**config.mk**
```make
export PLATFORM = sky130hd
export DESIGN_NAME = pgtbl_xlate
export DESIGN_NICKNAME = d
export VERILOG_FILES = /design/src/rtl/xlate_pkg.sv /design/src/rtl/pt_store.sv /design/src/rtl/xlate_eval.sv /design/src/rtl/pgtbl_xlate.sv
export SDC_FILE = /design/constraint.sdc
export NUM_CORES = 1
export LEC_CHECK = 0
export BUFFER_PORTS_ARGS = -buffer_cell sky130_fd_sc_hd__buf_4
export CORE_MARGIN = 5
export CORE_UTILIZATION = 50
export DETAILED_ROUTE_END_ITERATION = 12
export PLACE_DENSITY = 0.79
export SLEW_MARGIN = 20
export SYNTH_ARGS = -nofsm -noshare
export SYNTH_HDL_FRONTEND = slang
export SYNTH_SLANG_ARGS = --single-unit
```
**constraint.sdc**
```tcl
create_clock -name clk -period 3.3 [get_ports clk]
set_input_delay 0.165 -clock clk [delete_from_list [all_inputs] [get_ports clk]]
set_output_delay 0.165 -clock clk [all_outputs]
set_load 0.05 [all_outputs]
```
**src/rtl/xlate_pkg.sv**
```systemverilog
package xlate_pkg;

  typedef enum logic [1:0] {
    ACC_READ  = 2'd0,
    ACC_WRITE = 2'd1,
    ACC_FETCH = 2'd2,
    ACC_RSVD  = 2'd3
  } acc_kind_e;

  typedef struct packed {
    logic present;
    logic can_rd;
    logic can_wr;
    logic can_ex;
    logic nocache;
    logic used;
    logic dirty;
  } pte_flags_t;

  // Permission decision for one access kind against one entry's rights.
  function automatic logic kind_permitted(input pte_flags_t f, input logic [1:0] kind);
    logic ok;
    case (kind)
      ACC_READ:  ok = f.can_rd;
      ACC_WRITE: ok = f.can_wr;
      ACC_FETCH: ok = f.can_ex;
      default:   ok = 1'b0;
    endcase
    return ok;
  endfunction

  // Physical address assembly: frame placed directly above the offset.
  function automatic logic [31:0] join_frame(input logic [15:0] frame,
                                             input logic [15:0] offset,
                                             input int unsigned off_w);
    logic [31:0] hi;
    logic [31:0] lo;
    hi = 32'(frame) << off_w;
    lo = 32'(offset) & ((32'd1 << off_w) - 32'd1);
    return hi | lo;
  endfunction

endpackage

```
**src/rtl/pt_store.sv**
```systemverilog
module pt_store
  import xlate_pkg::*;
#(
  parameter int ENTRIES = 16,
  parameter int PFN_W   = 3,
  localparam int IDX_W  = $clog2(ENTRIES)
) (
  input  logic             clk,
  input  logic             rst_n,
  input  logic             wr_en,
  input  logic [IDX_W-1:0] wr_idx,
  input  logic [PFN_W-1:0] wr_frame,
  input  logic             wr_present,
  input  logic             wr_rd,
  input  logic             wr_wr,
  input  logic             wr_ex,
  input  logic             wr_nocache,
  input  logic [IDX_W-1:0] lk_idx,
  output logic [PFN_W-1:0] lk_frame,
  output pte_flags_t       lk_flags,
  input  logic             mark_en,
  input  logic [IDX_W-1:0] mark_idx,
  input  logic             mark_dirty
);

  logic [PFN_W-1:0] frame_q [ENTRIES];
  pte_flags_t       flags_q [ENTRIES];

  for (genvar i = 0; i < ENTRIES; i++) begin : g_entry
    logic cfg_hit;
    logic upd_hit;
    assign cfg_hit = wr_en && (wr_idx == IDX_W'(i));
    assign upd_hit = mark_en && (mark_idx == IDX_W'(i));

    always_ff @(posedge clk) begin
      if (!rst_n) begin
        frame_q[i] <= '0;
        flags_q[i] <= '0;
      end else if (cfg_hit) begin
        frame_q[i]         <= wr_frame;
        flags_q[i].present <= wr_present;
        flags_q[i].can_rd  <= wr_rd;
        flags_q[i].can_wr  <= wr_wr;
        flags_q[i].can_ex  <= wr_ex;
        flags_q[i].nocache <= wr_nocache;
        flags_q[i].used    <= 1'b0;
        flags_q[i].dirty   <= 1'b0;
      end else if (upd_hit) begin
        flags_q[i].used <= 1'b1;
        if (mark_dirty) flags_q[i].dirty <= 1'b1;
      end
    end
  end

  assign lk_frame = frame_q[lk_idx];
  assign lk_flags = flags_q[lk_idx];

endmodule

```
**src/rtl/xlate_eval.sv**
```systemverilog
module xlate_eval
  import xlate_pkg::*;
#(
  parameter int OFF_W = 12,
  parameter int PFN_W = 3,
  localparam int PA_W = OFF_W + PFN_W
) (
  input  pte_flags_t       ent_flags,
  input  logic [PFN_W-1:0] ent_frame,
  input  logic [OFF_W-1:0] offset,
  input  logic [1:0]       kind,
  output logic             miss,
  output logic             denied,
  output logic             ok,
  output logic [PA_W-1:0]  paddr,
  output logic             used_after,
  output logic             dirty_after
);

  logic [31:0] joined;

  always_comb begin
    miss   = !ent_flags.present;
    denied = ent_flags.present && !kind_permitted(ent_flags, kind);
    ok     = !miss && !denied;
    joined = join_frame(16'(ent_frame), 16'(offset), OFF_W);
    paddr  = ok ? joined[PA_W-1:0] : '0;
    used_after  = ent_flags.used  | ok;
    dirty_after = ent_flags.dirty | (ok && (kind == ACC_WRITE));
  end

endmodule

```
**src/rtl/pgtbl_xlate.sv**
```systemverilog
module pgtbl_xlate
  import xlate_pkg::*;
#(
  parameter int VA_W  = 16,
  parameter int OFF_W = 12,
  parameter int PFN_W = 3,
  localparam int VPN_W   = VA_W - OFF_W,
  localparam int ENTRIES = 1 << VPN_W,
  localparam int PA_W    = OFF_W + PFN_W
) (
  input  logic             clk,
  input  logic             rst_n,
  input  logic             cfg_we,
  input  logic [VPN_W-1:0] cfg_idx,
  input  logic [PFN_W-1:0] cfg_frame,
  input  logic             cfg_present,
  input  logic             cfg_rd,
  input  logic             cfg_wr,
  input  logic             cfg_ex,
  input  logic             cfg_nocache,
  input  logic             req_valid,
  input  logic [VA_W-1:0]  req_vaddr,
  input  logic [1:0]       req_kind,
  output logic             rsp_valid,
  output logic [PA_W-1:0]  rsp_paddr,
  output logic             rsp_pgfault,
  output logic             rsp_protfault,
  output logic             rsp_nocache,
  output logic             rsp_used,
  output logic             rsp_dirty
);

  logic [VPN_W-1:0] vpn;
  logic [OFF_W-1:0] offset;
  logic [PFN_W-1:0] lk_frame;
  pte_flags_t       lk_flags;

  // Named internal events, visible to the bound checker.
  logic             xl_miss;
  logic             xl_denied;
  logic             xl_ok;
  logic [PA_W-1:0]  xl_paddr;
  logic             xl_used;
  logic             xl_dirty;
  logic             xl_commit;

  assign vpn       = req_vaddr[VA_W-1:OFF_W];
  assign offset    = req_vaddr[OFF_W-1:0];
  assign xl_commit = req_valid && xl_ok;

  pt_store #(
    .ENTRIES (ENTRIES),
    .PFN_W   (PFN_W)
  ) u_store (
    .clk        (clk),
    .rst_n      (rst_n),
    .wr_en      (cfg_we),
    .wr_idx     (cfg_idx),
    .wr_frame   (cfg_frame),
    .wr_present (cfg_present),
    .wr_rd      (cfg_rd),
    .wr_wr      (cfg_wr),
    .wr_ex      (cfg_ex),
    .wr_nocache (cfg_nocache),
    .lk_idx     (vpn),
    .lk_frame   (lk_frame),
    .lk_flags   (lk_flags),
    .mark_en    (xl_commit),
    .mark_idx   (vpn),
    .mark_dirty (req_kind == ACC_WRITE)
  );

  xlate_eval #(
    .OFF_W (OFF_W),
    .PFN_W (PFN_W)
  ) u_eval (
    .ent_flags   (lk_flags),
    .ent_frame   (lk_frame),
    .offset      (offset),
    .kind        (req_kind),
    .miss        (xl_miss),
    .denied      (xl_denied),
    .ok          (xl_ok),
    .paddr       (xl_paddr),
    .used_after  (xl_used),
    .dirty_after (xl_dirty)
  );

  always_ff @(posedge clk) begin
    if (!rst_n) begin
      rsp_valid     <= 1'b0;
      rsp_paddr     <= '0;
      rsp_pgfault   <= 1'b0;
      rsp_protfault <= 1'b0;
      rsp_nocache   <= 1'b0;
      rsp_used      <= 1'b0;
      rsp_dirty     <= 1'b0;
    end else begin
      rsp_valid     <= req_valid;
      rsp_paddr     <= req_valid ? xl_paddr : '0;
      rsp_pgfault   <= req_valid && xl_miss;
      rsp_protfault <= req_valid && xl_denied;
      rsp_nocache   <= req_valid && xl_ok && lk_flags.nocache;
      rsp_used      <= req_valid && xl_used;
      rsp_dirty     <= req_valid && xl_dirty;
    end
  end

endmodule

```
-- After elaboration in Yosys (flattened, before gate mapping)
Memory sizes are Yosys's and may differ from the RTL's.
Cells that the tools add are included.
- logic and storage cells: 591
- output and inout bits: 21
- bits in writable memories: 160
- input port bits: 34
- memories kept: 2
- flip-flop bits (word level): 21
- muxes and demuxes: 339
- reductions and logical operators: 48
- bitwise logic cells: 163
- equality and inequality tests: 32
- memory list (memory ; words ; width ; read ports ; clocked after memory_dff ; write ports ; RTL line ; text):
    u_store.flags_q ; 16 ; 7 ; 1 ; 0 ; 16 ; pt_store.sv:27 ; pte_flags_t flags_q [ENTRIES];
    u_store.frame_q ; 16 ; 3 ; 1 ; 0 ; 16 ; pt_store.sv:26 ; logic [PFN_W-1:0] frame_q [ENTRIES];
- operators by type and width (cell ; count):
    1-bit two-way mux ; 322
    1-bit OR ; 162
    4-bit == test, second input constant ; 16
    3-bit two-way mux ; 16
    1-bit logical AND ; 41
    4-bit by 3-bit == test with 1-bit output, second input constant ; 8
    4-bit by 2-bit == test with 1-bit output, second input constant ; 4
    15-bit by 12-bit OR with 15-bit output ; 1
    4-bit by 1-bit == test with 1-bit output, second input constant ; 2
    4-bit zero test ; 2
    1-bit zero test ; 3
    1-bit one-hot mux with 3 select lines ; 1
    3-bit AND reduction ; 1
    2-bit by 1-bit == test with 1-bit output, second input constant ; 1
    2-bit == test, second input constant ; 1
    2-bit zero test ; 1

-- Logic depth before layout (Yosys ltp)
Gate-level depths: netlist of the first run.
- depth in word-level cells: 13
- mapped depth: 10

-- Cells and area by module
A second synthesis of the first run with hierarchy kept.
- cell total of the unflattened synthesis: 672
- area, all modules: 8836.0 um^2
- modules (own cells, without submodules) (module ; cells an instance ; seq. area each (um^2) ; area each (um^2) ; times used):
    pt_store ; 557 ; 4804.6 ; 7682.4 ; 1
    pgtbl_xlate ; 48 ; 420.4 ; 600.6 ; 1
    xlate_eval ; 67 ; 0.0 ; 553.0 ; 1

-- Worst setup path before layout of the first run
No wires, ideal clock.
- kind: input to register
- start: input port req_vaddr[12]
- end: memory u_store.flags_q[8][1] (netlist bit), enable pin
- path buffers: 4
- stages on the path: 9
- path slack: 1.082 ns
- data arrival time: 1.922 ns
- data required time: 3.004 ns
- cells stage by stage: buf_6 -> buf_12 -> mux2i_1 -> a311o_1 -> o31a_1 -> a222oi_1 -> buf_4 -> buf_6 -> a31o_1
- RTL lines (element ; RTL line ; text):
    from (decl) ; pgtbl_xlate.sv:22 ; input logic [VA_W-1:0] req_vaddr,
    to (decl) ; pt_store.sv:27 ;

==> impl_results.md, run 1 <==
* Outcome: complete, no violations
* Largest net degree at the start of global routing at 84
* GRT Util Overall at 21.6%
* Main synth FF type: edfxtp_1
* # placed instances at 890
* Yosys cell types at 38
* Clock Path Buffers at 2
* H-tree levels at 4
* Final Setup Violations at 0
* CTS Buf Count at 17
* Final net count at 730
* Final GP Congestion at 0.861
* Max rail drop VDD at 0.333 mV
* Die width at 142 um
* CTS tree: yes
* Setup Buffers After CTS at 0
* Die Footprint at 20,200 um2
* Post-DP HPWL at 13,900 um
* Worst setup EP type: register
* RSZ-0062 raised after global routing: false
* Via/cell ratio at 6.08
* Drt drc at 0
* CTS sink cnt at 181
* Cell Pwr Density at 518 nW/um2
* Ant diodes at 0
* Area growth from synthesis to layout at 14.7%
* Max FO, Critical Path at 32
* Synth Register Bits at 181
* Initial antenna violation count at 0
* Synth top area share at 55.1%
* Iter 0 DRT Violations at 685
* Final wirelength at 20,900 um
* Count leader, synth: edfxtp_1
* WP data required at 3490 ps
* CTS Hold Bufs at 12
* Share of cells above drive strength 1 at 22.0%
* Post-synth EDFFs at 160
* Setup CP Type: register to register
* Delay-heaviest family, CP: multiplexers
* Cell taking the most area after synthesis: edfxtp_1
* Final Max Tran Viols at 0
* Most used cell, CP: mux4_2
* Synth Instances at 640
* Initial core utilization at 50.6%
* Core ar. at 17,200 um2
* Final hold vios at 0
* Global-route wire length before repair at 33,000 um
* Rows at 48
* Netlist Area Pre-Place at 8720 um2
* Avg Synthesized Cell Area at 13.6 um2
* Clk Latency, worst-skew pair at 430 ps
* Max_cap viols at 0
* Synth top area cells: edfxtp_1, mux4_2, and2_1
* Worst-Margin Slew at 696 ps
* Setup_tns at 0 ps
* Layout Cells excl Fill at 934
* Clock root cell: clkbuf_16
* Drt pass-1 iters at 5
* Final worst-path cycle share at 78.2%
* Fin crit period at 2580 ps
* FMAX at 388 MHz
* Clk_skew at 12.9 ps
* Vias in the first global route at 5,871
* FFs w/ async S/R, synth at 0%
* Critical Path Source Type: register
* Delay of the slowest critical-path stage at 770 ps
* Drt wl/cell at 22.4 um
* Syn Nets at 674
* Lkg Pwr at 3.83 nW
* Ys Warns at 0
* IO buf count at 54
* Post-cts sizing count at 0
* Slowest CP cell: mux4_2
* Vias post-DR at 5,675
* Clock transition at the registers of the reported paths at 70 ps
* Post-route antenna net violation count at 0
* IO Pins at 55
* Post-synth top cells: edfxtp_1, and2_1, nor3_1
* CP cell instances: mux4_2 -> mux4_2 -> inv_1 -> buf_4 -> nor3_1 -> a21o_1
* Fillcell total at 1,294
* Share of the yosys chip area belonging to registers at 59.9%
* HP Class: primary input to register
* Slew headroom at 53.6%
* Total gr overflow at 0
* CP Buf/Inv Count at 2
* WP data arrival at 2770 ps
* Die Y at 142 um
[where the power goes]
| part | internal (mW) | switching (mW) |
|---|---|---|
| combinational | 0.218 | 0.353 |
| clock | 1.12 | 0.846 |
| sequential | 2.61 | 0.0343 |
| total | 3.95 | 1.23 |
[final cells by class]
| class | count | area (um2) | area share [%] |
|---|---|---|---|
| flip-flops and latches | 181 | 5230 | 52.2 |
| multi-input cells | 406 | 3200 | 32.0 |
| repair buffers | 88 | 703 | 7.03 |
| clock buffers | 23 | 522 | 5.22 |
| well taps | 225 | 282 | 2.81 |
| clock inverters | 9 | 62.6 | 0.625 |
| inverters | 2 | 7.51 | 0.0750 |
[cell families (layout without fill, tap and decap cells)]
| family | count (synthesis) | after routing | share of synthesized area, % |
|---|---|---|---|
| muxes | 52 | 52 | 12.3 |
| DFF | 181 | 181 | 59.9 |
| AOI/OAI and AO/OA | 58 | 58 | 4.82 |
| buffers and inverters | 53 | 122 | 3.38 |
| and+or+nand+nor | 296 | 296 | 19.6 |
[stage by stage]
step / hold slack [ps] / instance area (um2) / power [mW] / worst slack, ps / util (%)
global route: 154 / 10000 / 5.34 / 636 / 58.0
global placement: 392 / 9300 / 3.21 / 503 / 54.0
floorplan: 311 / 8720 / 3.06 / 1080 / -
finish: 166 / 10000 / 5.18 / 720 / 58.0
detailed placement: 395 / 9300 / 3.24 / 458 / 54.0
CTS: 152 / 10000 / 5.18 / 751 / 58.0
[registers in the layout, summed over array words and instances (netlist names)]
name and flops:
rsp_protfault 1, rsp_pgfault 1, rsp_nocache 1, rsp_dirty 1, rsp_valid 1, u_store.flags_q 112, rsp_paddr 15, rsp_used 1
u_store.frame_q 48
[final timing paths]
kind | start | depth (start not counted) | to | slack, ps
min | cfg_present | 2 | u_store.flags_q[15][6] | 170
max | u_store.flags_q[15][6] | 6 | u_store.flags_q[6][1] | 720
max reg2reg | u_store.flags_q[15][6] | 6 | u_store.flags_q[6][1] | 720
min reg2reg | u_store.flags_q[1][1] | 3 | rsp_used | 920
[worst reg2reg max path: cells and delay by family, from the launching register on]
kind / cells / cell delay [ps]
AO/OA/AOI/OAI: 1 / 220
buffers and inverters: 2 / 390
multiplexers: 2 / 1270
AND/OR/NAND/NOR: 1 / 100
flip-flops: 1 / 370
[cells in the final DEF (no fill, tap or decap), drive strengths merged, types with 5 or more instances in the layout]
| cell type | count |
|---|---|
| clkinv | 6 |
| edfxtp | 160 |
| nor3 | 52 |
| dlygate4sd3 | 12 |
| mux2i | 5 |
| nor2 | 29 |
| a21o | 20 |
| o21ai | 18 |
| inv | 5 |
| nand2 | 9 |
| nand3 | 7 |
| clkbuf | 23 |
| dfxtp | 21 |
| nand3b | 5 |
| and2 | 132 |
| buf | 76 |
| and3 | 47 |
| a31o | 8 |
| mux4 | 44 |
[per-layer routing]
layer	share of wire (%)	GRT usage (%)
met5	0	0
met4	2.6	7.07
met3	8.0	4.64
met2	51	36.3
met1	39	28.1
No activity file was read; power rests on OpenSTA's default activity.
==> run 2, diff against run 1 <==
--- a/config.mk
+++ b/config.mk
@@ -5,11 +5,12 @@
 export SDC_FILE = /design/constraint.sdc
 export NUM_CORES = 1
 export LEC_CHECK = 0
+export ABC_AREA = 1
 export BUFFER_PORTS_ARGS = -buffer_cell sky130_fd_sc_hd__buf_4
 export CORE_MARGIN = 5
 export CORE_UTILIZATION = 50
 export DETAILED_ROUTE_END_ITERATION = 12
-export PLACE_DENSITY = 0.79
+export PLACE_DENSITY = 0.81
 export SLEW_MARGIN = 20
 export SYNTH_ARGS = -nofsm -noshare
 export SYNTH_HDL_FRONTEND = slang
==> constraint.sdc (replaced) <==
create_clock -name clk -period 2.3 [get_ports clk]
set_input_delay 0.115 -clock clk [delete_from_list [all_inputs] [get_ports clk]]
set_output_delay 0.115 -clock clk [all_outputs]
set_load 0.05 [all_outputs]
==> impl_results.md, run 2 <==
* Commonest non-fill, non-tap cell in the layout: nor2_1 (was edfxtp_1)
* Lkg Pwr at 4.11 nW (was 3.83 nW)
* Ant diodes at 0 (unchanged)
* Slowest CP cell: edfxtp_1 (was mux4_2)
* Clock Path Buffers at 2 (unchanged)
* Setup CP Type: register to register (unchanged)
* Reg2Reg Setup Slack at 370 ps (was 720 ps)
* Worst-Margin Slew at 690 ps (was 696 ps)
* Post-DP HPWL at 14,100 um (was 13,900 um)
* IO buf count at 54 (unchanged)
* Clk Latency, worst-skew pair at 440 ps (was 430 ps)
* Rows at 47 (was 48)
* Delay-heaviest family, CP: simple AND/OR/NAND/NOR gates (was multiplexers)
* CTS sink cnt at 181 (unchanged)
* Area of the multi-input gates at 2430 um2 (was 3200 um2)
* Fillcell total at 1,338 (was 1,294)
* Iter 0 DRT Violations at 662 (was 685)
* Cell Pwr Density at 744 nW/um2 (was 518 nW/um2)
* Yosys cell types at 33 (was 38)
* CP Buf/Inv Count at 1 (was 2)
* Core ar. at 16,500 um2 (was 17,200 um2)
* Max_cap viols at 0 (unchanged)
* HP Class: primary input to register (unchanged)
* Final worst-path cycle share at 83.9% (was 78.2%)
* Avg Synthesized Cell Area at 9.72 um2 (was 13.6 um2)
* Register area at 5230 um2 (unchanged)
* Global-route wire length before repair at 32,400 um (was 33,000 um)
* Clk_skew at 11.9 ps (was 12.9 ps)
* FFs w/ async S/R, synth at 0% (unchanged)
* Synth top area cells: edfxtp_1, nor2_1, nand2_1 (was edfxtp_1, mux4_2, and2_1)
* Setup_tns at 0 ps (unchanged)
* Post-synth EDFFs at 160 (unchanged)
* Critical Path Source Type: register (unchanged)
* Main synth FF type: edfxtp_1 (unchanged)
* Clock root cell: clkbuf_16 (unchanged)
* Post-synth top cells: nor2_1, nand2_1, edfxtp_1 (was edfxtp_1, and2_1, nor3_1)
* Share of the yosys chip area belonging to registers at 62.9% (was 59.9%)
* Clock transition at the registers of the reported paths at 70 ps (about the same)
* Final hold vios at 0 (unchanged)
* Post-route antenna net violation count at 0 (unchanged)
* Drt wl/cell at 17.3 um (was 22.4 um)
* Final net count at 963 (was 730)
* Die width at 139 um (was 142 um)
* CP Depth at 13 (was 6)
* Reg2reg start: u_store.flags_q[7][5] (was u_store.flags_q[15][6])
* Largest net degree at the start of global routing at 23 (was 84)
* Via/cell ratio at 5.39 (was 6.08)
* Drt drc at 0 (unchanged)
* RSZ-0062 raised after global routing: false (unchanged)
* Most frequent cells in the layout: nor2_1, nand2_1, edfxtp_1 (was edfxtp_1, and2_1, buf_4)
* Delay of the slowest critical-path stage at 330 ps (was 770 ps)
* Most used cell, CP: nand2_1 (was mux4_2)
* Total gr overflow at 0 (unchanged)
* Fin crit period at 1930 ps (was 2580 ps)
* RR Endpoint: u_store.flags_q[4][1] (was u_store.flags_q[6][1])
* Synth top area share at 57.9% (was 55.1%)
* Final Setup Violations at 0 (unchanged)
* Final GP Congestion at 0.878 (was 0.861)
* Initial core utilization at 50.4% (was 50.6%)
* Largest register FFs at 112 (unchanged)
* CP cell instances: nand2_1 -> nand2_1 -> nand2_1 -> nand2_1 -> nand2_1 -> nand3_1 -> nor2_1 -> nor2_1 -> nand2_1 -> nor2_4 -> nand2_1 -> buf_4 -> o21ai_1 (was mux4_2 -> mux4_2 -> inv_1 -> buf_4 -> nor3_1 -> a21o_1)
* Top reg by flops: u_store.flags_q (unchanged)
* WP data required at 2450 ps (was 3490 ps)
* Critical Path Source: u_store.flags_q[7][5] (was u_store.flags_q[15][6])
* Vias post-DR at 6,263 (was 5,675)
* FMAX at 518 MHz (was 388 MHz)
* Netlist Area Pre-Place at 8300 um2 (was 8720 um2)
* Synth Register Bits at 181 (unchanged)
* CTS tree: yes (unchanged)
* Max rail drop VDD at 0.537 mV (was 0.333 mV)
* Final wirelength at 20,100 um (was 20,900 um)
* Max FO, Critical Path at 16 (was 32)
* Initial antenna violation count at 0 (unchanged)
* Slew headroom at 53.7% (was 53.6%)
* Count leader, synth: nor2_1 (was edfxtp_1)
* Area growth from synthesis to layout at 15.9% (was 14.7%)
* Post-cts sizing count at 0 (unchanged)
* R2r worst-path depth at 13 (was 6)
* Syn Nets at 888 (was 674)
* CTS Buf Count at 17 (unchanged)
* Die Y at 139 um (was 142 um)
* Share of cells above drive strength 1 at 14.8% (was 22.0%)
* Top flop regs: u_store.flags_q x112, u_store.frame_q x48, rsp_paddr x15 (unchanged)
* Vias in the first global route at 6,208 (was 5,871)
* Synth Instances at 854 (was 640)
* Outcome: complete, no violations (unchanged)
* GRT Util Overall at 21.5% (was 21.6%)
* Final Max Tran Viols at 0 (unchanged)
* H-tree levels at 4 (unchanged)
* Ys Warns at 0 (unchanged)
* Worst setup EP type: register (unchanged)
* Drt pass-1 iters at 5 (unchanged)
* IO Pins at 55 (unchanged)
* Cell taking the most area after synthesis: edfxtp_1 (unchanged)
* Die Footprint at 19,300 um2 (was 20,200 um2)
* WP data arrival at 2080 ps (was 2770 ps)
* Critical Path Sink: u_store.flags_q[4][1] (was u_store.flags_q[6][1])
* Tot Pwr at 7.16 mW (was 5.18 mW)
* Min-delay src: rst_n (was cfg_present)
## run 2: final cells by class
cell class	instances	area share, %
multi-input combinational	535	25.3
clock inverter	11	0.780
timing repair buffer	98	8.22
inverter	96	3.77
sequential	181	54.3
tap	220	2.86
clock buffer	21	4.78
## run 2: through the flow
stage / area (um2) / instances / setup WS, ps / hold WS, ps / utilization [%]
finish: 9620 / 1162 / 371 / 166 / 58.4
global route: 9620 / 1162 / 224 / 194 / 58.4
CTS: 9620 / 1162 / 352 / 149 / 58.4
detailed placement: 8970 / 1118 / 157 / 338 / 54.5
global placement: 8970 / 1118 / 234 / 333 / 54.5
floorplan: 8300 / 854 / 541 / 227 / -
## run 2: report_power, final
part           total (mW)  leakage, nW  internal [mW]  switching (mW)
Combinational       0.710         2.09          0.229           0.480
Sequential           3.79         1.74           3.74          0.0532
Clock                2.66        0.273           1.44            1.22
## run 2: worst min-delay path by stage
stage	to	slack, ps	cells after the start
global route	u_store.flags_q[8][1]	190	3
finish	rsp_dirty	170	3
floorplan	rsp_paddr[0]	230	2
CTS	rsp_dirty	150	3
detailed placement	rsp_paddr[0]	340	3
global placement	rsp_paddr[8]	330	3
## run 2: cells by family after synthesis
group / Yosys count / share of synthesized area, %
simple gates: 431 / 21.5
flops: 181 / 62.9
buf+inv: 138 / 7.76
compound gates: 104 / 7.80
## run 2: what timing repair did
item | 4_1_cts | 5_1_grt
buffers inserted | 0 | 0
endpoints found under the hold margin | 12 | 0
hold buffers | 12 | 0
## run 2: worst min-delay path, cell delays in order
cell     delay, ps
buf_4          180
nand2_1        190
a21oi_1         60
## run 2: routing by layer
layer  part of all wire (%)  GRT usage [%]
met5                      0              0
met1                     39           26.9
met4                    3.4           9.68
met2                     49           35.8
met3                    8.6           4.69
==> run 3, diff against run 2 <==
--- a/config.mk
+++ b/config.mk
@@ -10,7 +10,7 @@
 export CORE_MARGIN = 5
 export CORE_UTILIZATION = 50
 export DETAILED_ROUTE_END_ITERATION = 12
-export PLACE_DENSITY = 0.81
+export PLACE_DENSITY = 0.79
 export SLEW_MARGIN = 20
 export SYNTH_ARGS = -nofsm -noshare
 export SYNTH_HDL_FRONTEND = slang
==> constraint.sdc (replaced) <==
create_clock -name clk -period 2 [get_ports clk]
set_input_delay 0.1 -clock clk [delete_from_list [all_inputs] [get_ports clk]]
set_output_delay 0.1 -clock clk [all_outputs]
set_load 0.05 [all_outputs]
==> impl_results.md, run 3 (synthesis results as in run 2) <==
* Clock transition at the registers of the reported paths at 70 ps (about the same)
* Tot Pwr at 8.23 mW (was 7.16 mW)
* Area growth from synthesis to layout at 18.0% (was 15.9%)
* Drt pass-1 iters at 5 (unchanged)
* Fin crit period at 1920 ps (was 1930 ps)
* Final net count at 983 (was 963)
* H-tree levels at 4 (unchanged)
* Critical Path Source Type: register (unchanged)
* CTS Buf Count at 17 (unchanged)
* Share of cells above drive strength 1 at 17.0% (was 14.8%)
* Die Footprint at 19,300 um2 (unchanged)
* Drt drc at 0 (unchanged)
* Final worst-path cycle share at 95.8% (was 83.9%)
* WP data arrival at 2060 ps (was 2080 ps)
* Final hold vios at 0 (unchanged)
* Most frequent cells in the layout: nor2_1, nand2_1, edfxtp_1 (unchanged)
* Max_cap viols at 0 (unchanged)
* FMAX at 522 MHz (was 518 MHz)
* Ant diodes at 0 (unchanged)
* Largest net degree at the start of global routing at 30 (was 23)
* CTS tree: yes (unchanged)
* Worst-Margin Slew at 774 ps (was 690 ps)
* Max rail drop VDD at 0.721 mV (was 0.537 mV)
* Min-delay src: rst_n (unchanged)
* IO buf count at 54 (unchanged)
* Die width at 139 um (unchanged)
* Clock root cell: clkbuf_16 (unchanged)
* Final Setup Violations at 0 (unchanged)
* RR Endpoint: u_store.flags_q[9][1] (was u_store.flags_q[4][1])
* Largest register FFs at 112 (unchanged)
* Lkg Pwr at 4.21 nW (was 4.11 nW)
* Post-DP HPWL at 14,400 um (was 14,100 um)
* CTS sink cnt at 181 (unchanged)
* Rows at 47 (unchanged)
* Outcome: complete, no violations (unchanged)
* Util after Layout at 59.5% (was 58.4%)
* Initial core utilization at 50.4% (unchanged)
* RSZ-0062 raised after global routing: true (was false)
* Clk_skew at 12.1 ps (was 11.9 ps)
* Setup slack at placement at -87.3 ps (was 157 ps)
* Reg2Reg Setup Slack at 80 ps (was 370 ps)
* Reg2reg start: u_store.flags_q[7][3] (was u_store.flags_q[7][5])
* GRT Util Overall at 21.9% (was 21.5%)
* Setup CP Type: register to register (unchanged)
* Hold slack final at 169 ps (was 166 ps)
* HP Class: primary input to register (unchanged)
* Critical Path Source: u_store.flags_q[7][3] (was u_store.flags_q[7][5])
* Setup WS post-layout at 83.6 ps (was 371 ps)
* Final Max Tran Viols at 0 (unchanged)
* Post-route antenna net violation count at 0 (unchanged)
* Cell Pwr Density at 840 nW/um2 (was 744 nW/um2)
* IO Pins at 55 (unchanged)
* Drt wl/cell at 18.1 um (was 17.3 um)
* Slew headroom at 48.1% (was 53.7%)
* Vias in the first global route at 6,224 (was 6,208)
* Iter 0 DRT Violations at 852 (was 662)
* Total gr overflow at 0 (unchanged)
* Via/cell ratio at 5.57 (was 5.39)
* WP data required at 2140 ps (was 2450 ps)
* Top flop regs: u_store.flags_q x112, u_store.frame_q x48, rsp_paddr x15 (unchanged)
* Core ar. at 16,500 um2 (unchanged)
* Global-route wire length before repair at 32,800 um (was 32,400 um)
* Clock Path Buffers at 2 (unchanged)
* R2r worst-path depth at 13 (unchanged)
* Final wirelength at 21,400 um (was 20,100 um)
* Top reg by flops: u_store.flags_q (unchanged)
* Vias post-DR at 6,586 (was 6,263)
* Setup_tns at 0 ps (unchanged)
* Final GP Congestion at 0.926 (was 0.878)
* Max FO, Critical Path at 15 (was 16)
* Die Y at 139 um (unchanged)
* Commonest non-fill, non-tap cell in the layout: nor2_1 (unchanged)
* Clk Latency, worst-skew pair at 440 ps (about the same)
* Critical Path Sink: u_store.flags_q[9][1] (was u_store.flags_q[4][1])
* Worst setup EP type: register (unchanged)
* Fillcell total at 1,339 (was 1,338)
* Initial antenna violation count at 0 (unchanged)
run 3: changes by cell type in the layout (fill, tap and decap cells not counted), moves of 2 or more:
cell      delta
o21ai_2      +2
clkbuf_8     -2
inv_4        -2
clkinv_2     +4
nand2_2      +2
buf_4       +18
nand2_1      -2
o21ai_1      -2
run 3: worst min path at each step:
stage,to,slack (ps),depth (start not counted)
after floorplan,rsp_paddr[0],210,2
after global placement,rsp_paddr[6],320,3
after detailed placement,rsp_paddr[11],320,3
after CTS,rsp_dirty,150,3
after global routing,u_store.flags_q[9][0],200,3
final,rsp_dirty,170,3
run 3: timing repair:
action,4_1_cts,5_1_grt
setup endpoints to repair,0,43
endpoints found under the hold margin,12,0
hold buffers,12,0
resized for setup,0,5
setup buffers,0,1
run 3: power breakdown:
part           total, mW  leakage, nW  switching (mW)  internal, mW
Sequential          4.36         1.74          0.0625          4.30
Combinational      0.874         2.20           0.577         0.297
Clock               3.00        0.265            1.41          1.58
Total               8.23         4.21            2.05          6.18
run 3: worst max-delay path, cell delays in order (launching register included):
cell and delay (ps):
edfxtp_1 370, nand2_1 70, nand2_1 80, nand2_1 50, nand2_1 60, nand2_1 50, nand3_1 90, nor2_1 40
nor2_1 120, nand2_2 110, nor2_4 130, nand2_2 120, buf_12 190, o21ai_1 150
run 3: stage by stage:
| step | instance area (um2) | std cells |
|---|---|---|
| 2_1_floorplan | 8300 | 854 |
| 3_3_place_gp | 9120 | 1136 |
| 3_5_place_dp | 9120 | 1136 |
| 4_1_cts | 9750 | 1180 |
| 5_1_grt | 9800 | 1182 |
| 6_report | 9800 | 1182 |
run 3: routing by layer:
layer,vias to the layer above,wire [um],global-route usage (%)
met4,0,843,10.4
li1,3020,-,-
met3,69,2000,4.38
met2,409,10500,36.7
met1,3088,8030,27.4
met5,-,0,0
run 3: layout make-up:
| class | count | area (um2) | share of cell area (%) |
|---|---|---|---|
| well taps | 220 | 275 | 2.81 |
| clock inverters | 13 | 82.6 | 0.843 |
| flip-flops and latches | 181 | 5230 | 53.3 |
| repair buffers | 118 | 971 | 9.91 |
| inverters | 96 | 363 | 3.70 |
| clock buffers | 19 | 433 | 4.42 |
| multi-input cells | 535 | 2450 | 25.0 |
